**config.mk**
```make
export PLATFORM = sky130hd
export DESIGN_NAME = plic_core
export DESIGN_NICKNAME = d
export VERILOG_FILES = /design/src/rtl/plic_pkg.sv /design/src/rtl/plic_gateway.sv /design/src/rtl/plic_pick.sv /design/src/rtl/plic_core.sv
export SDC_FILE = /design/constraint.sdc
export NUM_CORES = 1
export LEC_CHECK = 0
export BUFFER_PORTS_ARGS = -buffer_cell sky130_fd_sc_hd__buf_2
export CORE_ASPECT_RATIO = 1.75
export CORE_UTILIZATION = 60
export DETAILED_ROUTE_END_ITERATION = 16
export GPL_ROUTABILITY_DRIVEN = 1
export PLACE_DENSITY = 0.78
export SYNTH_ARGS = -nofsm -noshare
export SYNTH_HDL_FRONTEND = slang
export SYNTH_SLANG_ARGS = --single-unit
```
**constraint.sdc**
```tcl
create_clock -name clk -period 64.8 [get_ports clk]
set_input_delay 12.96 -clock clk [delete_from_list [all_inputs] [get_ports clk]]
set_output_delay 12.96 -clock clk [all_outputs]
set_load 0.01 [all_outputs]
```
**src/rtl/plic_pkg.sv**
```systemverilog
`timescale 1ns/1ps
package plic_pkg;
  localparam logic [31:0] PEND_ADDR   = 32'h0000_1000;
  localparam logic [31:0] TRIG_ADDR   = 32'h0000_1080;
  localparam logic [31:0] EN_BASE     = 32'h0000_2000;
  localparam int          EN_STRIDE   = 32'h80;
  localparam logic [31:0] CTX_BASE    = 32'h0020_0000;
  localparam int          CTX_STRIDE  = 32'h1000;
  localparam logic [11:0] CLAIM_OFF   = 12'h004;

  typedef enum logic {TRIG_LEVEL = 1'b0, TRIG_EDGE = 1'b1} trig_e;
endpackage

```
**src/rtl/plic_gateway.sv**
```systemverilog
`timescale 1ns/1ps
module plic_gateway
  import plic_pkg::*;
(
  input  logic  clk,
  input  logic  rst_n,
  input  logic  irq,
  input  trig_e mode,
  input  logic  sw_set,
  input  logic  claim,
  input  logic  done,
  output logic  pend,
  output logic  busy
);
  logic prev;
  logic req;

  assign req = (mode == TRIG_EDGE) ? (irq & ~prev) : irq;

  always_ff @(posedge clk or negedge rst_n) begin
    if (!rst_n) begin
      prev <= 1'b0;
      pend <= 1'b0;
      busy <= 1'b0;
    end else begin
      prev <= irq;
      if (claim)                     pend <= 1'b0;
      else if ((req && !busy) || sw_set) pend <= 1'b1;
      if (claim)     busy <= 1'b1;
      else if (done) busy <= 1'b0;
    end
  end

  // a claimed source leaves the pending array and enters service
  a_r5_claim_takes: assert property (@(posedge clk) disable iff (!rst_n)
    claim |=> (busy && !pend));
  // hardware requests are held off while in service
  a_r7_hold_off: assert property (@(posedge clk) disable iff (!rst_n)
    (busy && !done && !sw_set && !pend) |=> !pend);
  // completion releases the source
  a_r9_release: assert property (@(posedge clk) disable iff (!rst_n)
    (done && !claim) |=> !busy);
endmodule

```
**src/rtl/plic_pick.sv**
```systemverilog
`timescale 1ns/1ps
module plic_pick #(
  parameter int N_SRC  = 32,
  parameter int PRIO_W = 3,
  parameter int ID_W   = 5
) (
  input  logic [N_SRC-1:0]             cand,
  input  logic [N_SRC-1:0][PRIO_W-1:0] prio,
  output logic [ID_W-1:0]              best_id,
  output logic [PRIO_W-1:0]            best_pr
);
  // Strict greater-than keeps the lowest ID on a tie; starting at 0 drops priority-0 sources.
  always_comb begin
    best_id = '0;
    best_pr = '0;
    for (int i = 1; i < N_SRC; i++) begin
      if (cand[i] && (prio[i] > best_pr)) begin
        best_id = ID_W'(i);
        best_pr = prio[i];
      end
    end
  end
endmodule

```
**src/rtl/plic_core.sv**
```systemverilog
`timescale 1ns/1ps
module plic_core
  import plic_pkg::*;
#(
  parameter int N_SRC  = 32,
  parameter int N_CTX  = 2,
  parameter int PRIO_W = 3,
  parameter int ADDR_W = 22
) (
  input  logic              clk,
  input  logic              rst_n,
  input  logic [N_SRC-1:0]  src_irq,
  input  logic              bus_valid,
  input  logic              bus_write,
  input  logic [ADDR_W-1:0] bus_addr,
  input  logic [31:0]       bus_wdata,
  output logic              rsp_valid,
  output logic [31:0]       rsp_rdata,
  output logic [N_CTX-1:0]  ctx_irq
);
  localparam int ID_W  = $clog2(N_SRC);
  localparam int CTX_W = $clog2(N_CTX);

  logic [N_SRC-1:0][PRIO_W-1:0] prio;
  logic [N_CTX-1:0][N_SRC-1:0]  en;
  logic [N_CTX-1:0][PRIO_W-1:0] thr;
  logic [N_SRC-1:0]             trig;
  logic [N_SRC-1:0]             pend, busy;
  logic [N_SRC-1:0]             claim_vec, done_vec, sw_vec;
  logic [N_CTX-1:0][ID_W-1:0]   best_id;
  logic [N_CTX-1:0][PRIO_W-1:0] best_pr;

  // ---------------- address decode ----------------
  logic [31:0]      a32;
  logic             prio_hit, pend_hit, trig_hit, en_hit, ctx_hit, thr_hit, clm_hit;
  logic [ID_W-1:0]  pid;
  logic [CTX_W-1:0] ectx, cctx;
  logic             wr, rd, clm_rd, clm_wr;

  assign a32      = 32'(bus_addr);
  assign prio_hit = (a32 < 32'(4*N_SRC)) && (a32[1:0] == 2'b00);
  assign pend_hit = (a32 == PEND_ADDR);
  assign trig_hit = (a32 == TRIG_ADDR);
  assign en_hit   = (a32 >= EN_BASE) && (a32 < EN_BASE + 32'(N_CTX*EN_STRIDE))
                    && (a32[6:0] == 7'd0);
  assign ctx_hit  = (a32 >= CTX_BASE) && (a32 < CTX_BASE + 32'(N_CTX*CTX_STRIDE));
  assign thr_hit  = ctx_hit && (a32[11:0] == 12'd0);
  assign clm_hit  = ctx_hit && (a32[11:0] == CLAIM_OFF);
  assign pid      = a32[ID_W+1:2];
  assign ectx     = a32[CTX_W+6:7];
  assign cctx     = a32[CTX_W+11:12];
  assign wr       = bus_valid && bus_write;
  assign rd       = bus_valid && !bus_write;
  assign clm_rd   = rd && clm_hit;
  assign clm_wr   = wr && clm_hit;

  // ---------------- configuration registers ----------------
  always_ff @(posedge clk or negedge rst_n) begin
    if (!rst_n) begin
      prio <= '0;
      en   <= '0;
      thr  <= '0;
      trig <= '0;
    end else if (wr) begin
      if (prio_hit && (pid != '0)) prio[pid] <= bus_wdata[PRIO_W-1:0];
      if (trig_hit) trig <= {bus_wdata[N_SRC-1:1], 1'b0};
      if (en_hit)   en[ectx] <= {bus_wdata[N_SRC-1:1], 1'b0};
      if (thr_hit)  thr[cctx] <= bus_wdata[PRIO_W-1:0];
    end
  end

  // ---------------- gateways ----------------
  for (genvar i = 0; i < N_SRC; i++) begin : g_src
    if (i == 0) begin : g_reserved
      logic unused_src0;
      assign unused_src0  = src_irq[0];
      assign claim_vec[0] = 1'b0;
      assign done_vec[0]  = 1'b0;
      assign sw_vec[0]    = 1'b0;
      assign pend[0]      = 1'b0;
      assign busy[0]      = 1'b0;
    end else begin : g_gate
      assign claim_vec[i] = clm_rd && (best_id[cctx] == ID_W'(i));
      assign done_vec[i]  = clm_wr && (bus_wdata == 32'(i)) && busy[i];
      assign sw_vec[i]    = wr && pend_hit && bus_wdata[i];
      plic_gateway u_gate (
        .clk    (clk),
        .rst_n  (rst_n),
        .irq    (src_irq[i]),
        .mode   (trig_e'(trig[i])),
        .sw_set (sw_vec[i]),
        .claim  (claim_vec[i]),
        .done   (done_vec[i]),
        .pend   (pend[i]),
        .busy   (busy[i])
      );
    end
  end

  // ---------------- per-context arbitration ----------------
  for (genvar c = 0; c < N_CTX; c++) begin : g_ctx
    plic_pick #(.N_SRC(N_SRC), .PRIO_W(PRIO_W), .ID_W(ID_W)) u_pick (
      .cand    (pend & en[c]),
      .prio    (prio),
      .best_id (best_id[c]),
      .best_pr (best_pr[c])
    );
    assign ctx_irq[c] = (best_pr[c] > thr[c]);

    // an interrupt line never rises without an enabled pending source
    a_r4_irq_has_cause: assert property (@(posedge clk) disable iff (!rst_n)
      ctx_irq[c] |-> |(pend & en[c]));
  end

  // ---------------- read path ----------------
  logic [31:0] rdata_d;
  always_comb begin
    rdata_d = '0;
    if (prio_hit)      rdata_d = 32'(prio[pid]);
    else if (pend_hit) rdata_d = 32'(pend);
    else if (trig_hit) rdata_d = 32'(trig);
    else if (en_hit)   rdata_d = 32'(en[ectx]);
    else if (thr_hit)  rdata_d = 32'(thr[cctx]);
    else if (clm_hit)  rdata_d = 32'(best_id[cctx]);
  end

  always_ff @(posedge clk or negedge rst_n) begin
    if (!rst_n) begin
      rsp_valid <= 1'b0;
      rsp_rdata <= '0;
    end else begin
      rsp_valid <= bus_valid;
      rsp_rdata <= rd ? rdata_d : 32'd0;
    end
  end

  // every access is answered on the next cycle
  a_r11_rsp_next: assert property (@(posedge clk) disable iff (!rst_n)
    bus_valid |=> rsp_valid);
  // a completion value that names no source leaves service state untouched
  a_r9_oob_ignored: assert property (@(posedge clk) disable iff (!rst_n)
    (clm_wr && (bus_wdata >= 32'(N_SRC))) |=> $stable(busy));
  // a claim read leaves at most one source newly in service
  a_r5_one_claim: assert property (@(posedge clk) disable iff (!rst_n)
    $onehot0(claim_vec));
endmodule

```
# Word level (Yosys, flattened, before mapping)
# Cells that the tools add are included.
[totals] ff_bits=323 latchBits=0 mem_bits_rw=0 rom_bits=0 in_bits=90 out_inout_bits=35 n_memories=0
[classes] add_sub_neg=0 multipliers=0 n_div=0 order_cmp=74 n_eq_ne=65 shifts=0 mux=303 bitwise=64 n_reduce_logical=365
[op_table] op="== test 32 x 5 -> 1 bit, second input constant" count=16
[op_table] op="== test 32 x 4 -> 1 bit, second input constant" count=8
[op_table] op="2-to-1 mux 32 bit" count=8
[op_table] op="logical AND 1 bit" count=232
[op_table] op="2-to-1 mux 3 bit" count=75
[op_table] op="greater-than comparator 3 bit" count=62
[op_table] op="2-to-1 mux 5 bit" count=36
[op_table] op="2-to-1 mux 1 bit" count=157
[op_table] op="== test 32 x 3 -> 1 bit, second input constant" count=4
[op_table] op="nonzero test 2 bit" count=62
[op_table] op="bitwise mux 96 bit" count=1
[op_table] op="== test 5 bit, second input constant" count=16
[op_table] op="AND 32 bit" count=2
[op_table] op="bitwise mux 64 bit" count=1
[op_table] op="== test 32 x 2 -> 1 bit, second input constant" count=2
[op_table] op="2-to-1 mux 4 bit" count=16
[op_table] op="== test 22 x 13 -> 1 bit, second input constant" count=2
[op_table] op="== test 5 x 4 -> 1 bit, second input constant" count=8
[op_table] op="demux 32 bit (select 1 bit)" count=1
[op_table] op="== test 32 x 1 -> 1 bit, second input constant" count=1
[op_table] op="logical NOT 1 bit" count=32
[op_table] op="AND 1 bit" count=31
[op_table] op="logical OR 1 bit" count=31
[op_table] op="inverter 1 bit" count=31
[op_table] op="24 further kinds" count=36

# Depth between registers and ports, before layout
[depth] word_depth=102 depth_mapped=230 ltp_nobuf=228

# Modules after synthesis
# From an unflattened synthesis, not the netlist that was laid out.
[unflattened] cells_unflattened=2639 area_unflattened_um2=23765.3
[by_module_without_submodules] module="plic_core" n_inst=1 cells_per_inst=1011 area_per_inst_um2=11723.7 seq_area_each_um2=5705.5
[by_module_without_submodules] module="plic_pick at g_ctx[1].u_pick" n_inst=1 cells_per_inst=680 area_per_inst_um2=4362.9 seq_area_each_um2=0.0
[by_module_without_submodules] module="plic_pick at g_ctx[0].u_pick" n_inst=1 cells_per_inst=669 area_per_inst_um2=4342.9 seq_area_each_um2=0.0
[by_module_without_submodules] module="plic_gateway" n_inst=31 cells_per_inst=9 area_per_inst_um2=107.6 seq_area_each_um2=75.1

# Worst setup path before layout
# No wires, ideal clock.
[synth_path] kind="reg-to-output" from="register g_src[1].g_gate.u_gate.pend" to="output port ctx_irq[1]" arrival_time_ns=38.580 path_slack_ns=13.260 stages_incl_launch_ff=216 cell_sequence="dfrtp_1 -> buf_2 -> and3_1 -> inv_1 -> ha_1 -> nor2b_1 -> o311a_1 -> nand2_1 -> nand2_1 -> o21ai_0 -> ha_1 -> nor2_1 -> o221ai_1 -> a211oi_1 -> mux2_2 -> ha_1 -> nor2_1 -> nor2_1 -> (+180 left out) -> a31oi_4 -> mux2_2 -> ha_1 -> inv_1 -> a21o_1 -> a21oi_1 -> a311oi_1 -> inv_1 -> mux2i_1 -> ha_1 -> nor2b_1 -> o21a_1 -> o2111ai_1 -> mux2i_1 -> ha_1 -> a21o_1 -> a21oi_1 -> a31oi_1"
[synth_via] elab_chain_len=94
[synth_rtl] element="start: declaration" line="plic_gateway.sv:12" rtl="output logic pend,"
[synth_rtl] element="start signal: assignment" line="plic_gateway.sv:23" rtl="pend <= 1'b0;"
[synth_rtl] element="start signal: assignment" line="plic_gateway.sv:27" rtl="if (claim) pend <= 1'b0;"
[synth_rtl] element="start signal: assignment" line="plic_gateway.sv:28" rtl="else if ((req && !busy) || sw_set) pend <= 1'b1;"
[synth_rtl] element="AND 32 bit *" line="plic_core.sv:103" rtl=".cand (pend & en[c]),"
[synth_rtl] element="logical AND 1 bit *" line="plic_pick.sv:17" rtl="if (cand[i] && (prio[i] > best_pr)) begin"
[synth_rtl] element="2-to-1 mux 3 bit *" line="plic_pick.sv:17"
[synth_rtl] element="greater-than comparator 3 bit" line="plic_pick.sv:17"
[synth_rtl] element="logical AND 1 bit" line="plic_pick.sv:17"
[synth_rtl] element="2-to-1 mux 3 bit *" line="plic_pick.sv:17"
[synth_rtl] element="greater-than comparator 3 bit" line="plic_pick.sv:17"
[synth_rtl] element="logical AND 1 bit" line="plic_pick.sv:17"
[synth_rtl] element="(+78 left out)"
[synth_rtl] element="2-to-1 mux 3 bit *" line="plic_pick.sv:17"
[synth_rtl] element="greater-than comparator 3 bit" line="plic_pick.sv:17"
[synth_rtl] element="logical AND 1 bit" line="plic_pick.sv:17"
[synth_rtl] element="2-to-1 mux 3 bit *" line="plic_pick.sv:17"
[synth_rtl] element="greater-than comparator 3 bit" line="plic_pick.sv:17"
[synth_rtl] element="logical AND 1 bit" line="plic_pick.sv:17"
[synth_rtl] element="2-to-1 mux 3 bit *" line="plic_pick.sv:17"
[synth_rtl] element="greater-than comparator 3 bit *" line="plic_core.sv:108" rtl="assign ctx_irq[c] = (best_pr[c] > thr[c]);"
[synth_rtl] element="end: declaration" line="plic_core.sv:19" rtl="output logic [N_CTX-1:0] ctx_irq"
# Every way passes the cells marked *; elsewhere a longest branch is shown, timed or not.

# Final worst setup path
[layout_path] from="register g_src[1].g_gate.u_gate.pend" to="output port ctx_irq[0]"
# Same word-level chain as after synthesis.

==> metrics.csv <==
stage,metric,value,unit
run_status,status,"complete, but fails checks",
run_status,violations_in_the_final_reports,"max-capacitance violations, max-slew violations",
floorplan,die_width,150.7,um
worst_setup_path,worst_path_most_repeated_cell,sky130_fd_sc_hd__nor2_1,
placed_design,port_buffer_count,123,
clocking,cts.repair.resized,0,
clocking,cts_hold_fix_bufs,0,
synth,synth.top_cells.by_area,"sky130_fd_sc_hd__dfrtp_1 35%, sky130_fd_sc_hd__mux2_2 8.2%, sky130_fd_sc_hd__ha_1 4.3%, sky130_fd_sc_hd__nand2_1 4.2%, sky130_fd_sc_hd__nor2_1 3.5%",
global_routing,grt_max_degree,126,
floorplan,placeableCoreArea,38270,um2
worst_setup_path,worstPathRequired,51840,ps
clocking,cts_max_path_buffers,3,
timing,worst_hold_slack,383.1,ps
synth,synth_cells,2585,
timing,fin_worst_skew,21.34,ps
routing,detail_route.wirelength.met1,29050,um
worst_setup_path,critical-path-slowest-cell,sky130_fd_sc_hd__o311ai_0,
worst_setup_path,crit_fanout,15,
global_routing,overflow,0,
power_and_ir_drop,p_leak,0.01133,uW
timing,clock.fmax,0.01627,GHz
synth,number_of_nets_produced_by_synthesis,2754,
routing,avgViaCountPerCell,7.269,
final_layout,drive_above_1_share,18.37,%
synth,cell_area_synth,23210,um2
routing,drt_pass1_iterations,6,
routing,postRouteAntennaNets,0,
synth,synthDominantAreaCellType,sky130_fd_sc_hd__dfrtp_1,
timing,worst-slew-pin-transition,1573,ps
routing,route.detailed.drc,0,
clocking,post_cts_setup_bufs,0,
global_routing,grt_pass1_vias,22610,
flow_run,timing.max_cap.violations,1,
worst_setup_path,cp-end-kind,primary output,
clocking,ctsHtreeMaxLevel,1,
timing,slew_headroom,-5.853,%
routing,met2_wirelength,42700,um
routing,max_layer_used,met5,
synth,ys_seq_area_share,34.61,%
routing,wl_met3,8680,um
synth,synth.cells.most_frequent,"321 x sky130_fd_sc_hd__dfrtp_1, 258 x sky130_fd_sc_hd__nand2_1, 219 x sky130_fd_sc_hd__nor2_1",
clocking,insertion_delay,620,ps
global_routing,grt_pass1_wl,135600,um
synth,share_of_yosys_cell_area_claimed_by_the_top_area_cell_type,34.61,%
timing,finalSetupViolations,0,
routing,detail_route.wl_per_cell,28.76,um
clocking,cts.sink_count,321,
routing,vias,22880,
worst_setup_path,worst_setup_path_start_kind,register,
synth,post_synthesis_sequential_element_count,321,
timing,totalNegativeSetupSlack,0,ps
final_layout,final_core_utilization,65.88,%
synth,synth_area_per_cell,8.979,um2
routing,drt_first_iter_violations,2131,
routing,total_routed_wirelength,90550,um
synth,synth_async_sr_flop_share,100.0,%
timing,grt_setup_unrepaired,no,
floorplan,fp.dieH,262.2,um
final_layout,area_growth_syn_to_layout,8.647,%
hold_path,hp-class,reg -> reg,
worst_setup_path,crit_path_max_incr_delay,950,ps
clocking,cts-root-buf,sky130_fd_sc_hd__clkbuf_16,
power_and_ir_drop,total_power,414.5,uW
timing,timing.final.max_slew_violations,3,
global_routing,global_route.usage.total,46.73,%
placed_design,place.detailed.hpwl,66630,um
clocking,tritoncts,yes,
floorplan,initial_utilization,60.64,%
clocking,cts_buffers,31,
synth,synth_flop_cell,sky130_fd_sc_hd__dfrtp_1,
floorplan,core.rowCount,95,
final_layout,final_nets,2801,
global_routing,initial_antenna_violation_count,7,
timing,period_minus_slack,61460,ps
synth,synth_enable_flop_cells,0,
placed_design,finalWeightedCongestion,1.030,
timing,final-hold-violation-count,0,
synth,synth_most_common_cell,sky130_fd_sc_hd__dfrtp_1,
clocking,path_clk_slew,70,ps
synth,yosys_warnings,0,
power_and_ir_drop,vdd_drop_max,0.02340,mV
floorplan,boundaryPins,125,
power_and_ir_drop,power_per_cell_area,16.44,nW/um2
synth,yosys.cell_types.count,116,
timing,min_period_over_period,94.84,%
worst_setup_path,crit_type,reg -> out,
worst_setup_path,crit_arrival,48500,ps
floorplan,die-area,39500,um2
## sequential cells by signal, summed over array words and instances (netlist names)
name and cells:
rsp_valid 1, g_src.g_gate.u_gate.pend 31, g_src.g_gate.u_gate.prev 31, en 62
rsp_rdata 32, trig 31, g_src.g_gate.u_gate.busy 31, prio 96
thr 6
## layout make-up
class / instances / area, um2
repair buffers: 150 / 828.3
flip-flops and latches: 321 / 8033
diodes: 6 / 15.01
fillers: 3219 / 13060
well taps: 485 / 606.8
multi-input cells: 2012 / 14240
clock buffers: 39 / 875.8
inverters: 116 / 435.4
clock inverters: 19 / 177.7
## cell families (layout without fill, tap and decap cells)
group | Yosys count | count (layout) | share of synthesized area (%)
simple gates | 873 | 873 | 18.67
compound gates | 830 | 830 | 26.18
flops | 321 | 321 | 34.61
buf+inv | 252 | 324 | 4.162
mux | 214 | 214 | 11.43
fa+ha+maj | 93 | 93 | 4.863
xor+xnor | 2 | 2 | 0.07549
other cells | 0 | 6 | 0
## power by group
part | internal (uW) | switching [uW]
combinational | 5.23 | 16.6
clock | 102 | 89.1
sequential | 201 | 0.315
total | 308 | 106
## path summary, 6_finish.rpt
path	start	end	slack (ps)	cells past startpoint
min	prio[0]$_DFFE_PN0P_	prio[0]$_DFFE_PN0P_	380	0
min reg2reg	prio[0]$_DFFE_PN0P_	prio[0]$_DFFE_PN0P_	380	0
max in group asynchronous	rst_n	rsp_rdata[29]$_DFF_PN0_	49310	4
max reg2reg	g_src[1].g_gate.u_gate.pend$_DFFE_PN0P_	g_src[16].g_gate.u_gate.pend$_DFFE_PN0P_	15630	219
min in group asynchronous	rst_n	prio[40]$_DFFE_PN0P_	12400	1
max	g_src[1].g_gate.u_gate.pend$_DFFE_PN0P_	ctx_irq[0]	3340	220
## worst max-delay path: cells and delay by family, from the launching register on
family / cells / cell delay (ps)
AO/OA/AOI/OAI: 95 / 23000
flip-flops: 1 / 540
adder cells (fa/ha/maj): 34 / 9950
AND/OR/NAND/NOR: 76 / 11050
multiplexers: 5 / 1770
buffers and inverters: 10 / 1500
## metrics by stage
| step | std cells | instance area, um2 | setup slack, ps |
|---|---|---|---|
| 2_1_floorplan | 2585 | 23210 | 13260 |
| 3_3_place_gp | 3084 | 24140 | 6437 |
| 3_5_place_dp | 3084 | 24140 | 5401 |
| 4_1_cts | 3142 | 25190 | 4652 |
| 5_1_grt | 3142 | 25200 | 60.94 |
| 6_report | 3148 | 25220 | 3343 |
## cells in the final DEF (no fill, tap or decap), drive strengths merged, types with 15 or more instances in the layout
cell type and count:
o21a 18, a21bo 25, nor2b 18, buf 150, ha 79, nor4 22, dfrtp 321, or2 18
a22o 36, o22ai 20, a21oi 135, o21ai 152, mux2 169, inv 124, nand3 100, and3 56
nand2 260, o2111ai 18, o31ai 30, clkbuf 39, mux4 24, a31oi 42, o211a 15, nand4 15
nor3 52, o211ai 22, and2 41, mux2i 21, a211oi 84, nor2 221, a222oi 27, a21o 23
## per-layer routing
metal,global-route usage (%),up-vias
met5,0,-
met4,43.81,4
met3,11.55,488
met2,76.80,1317
met1,48.50,11130
li1,-,9950
Power figures use the tool's default switching activity.
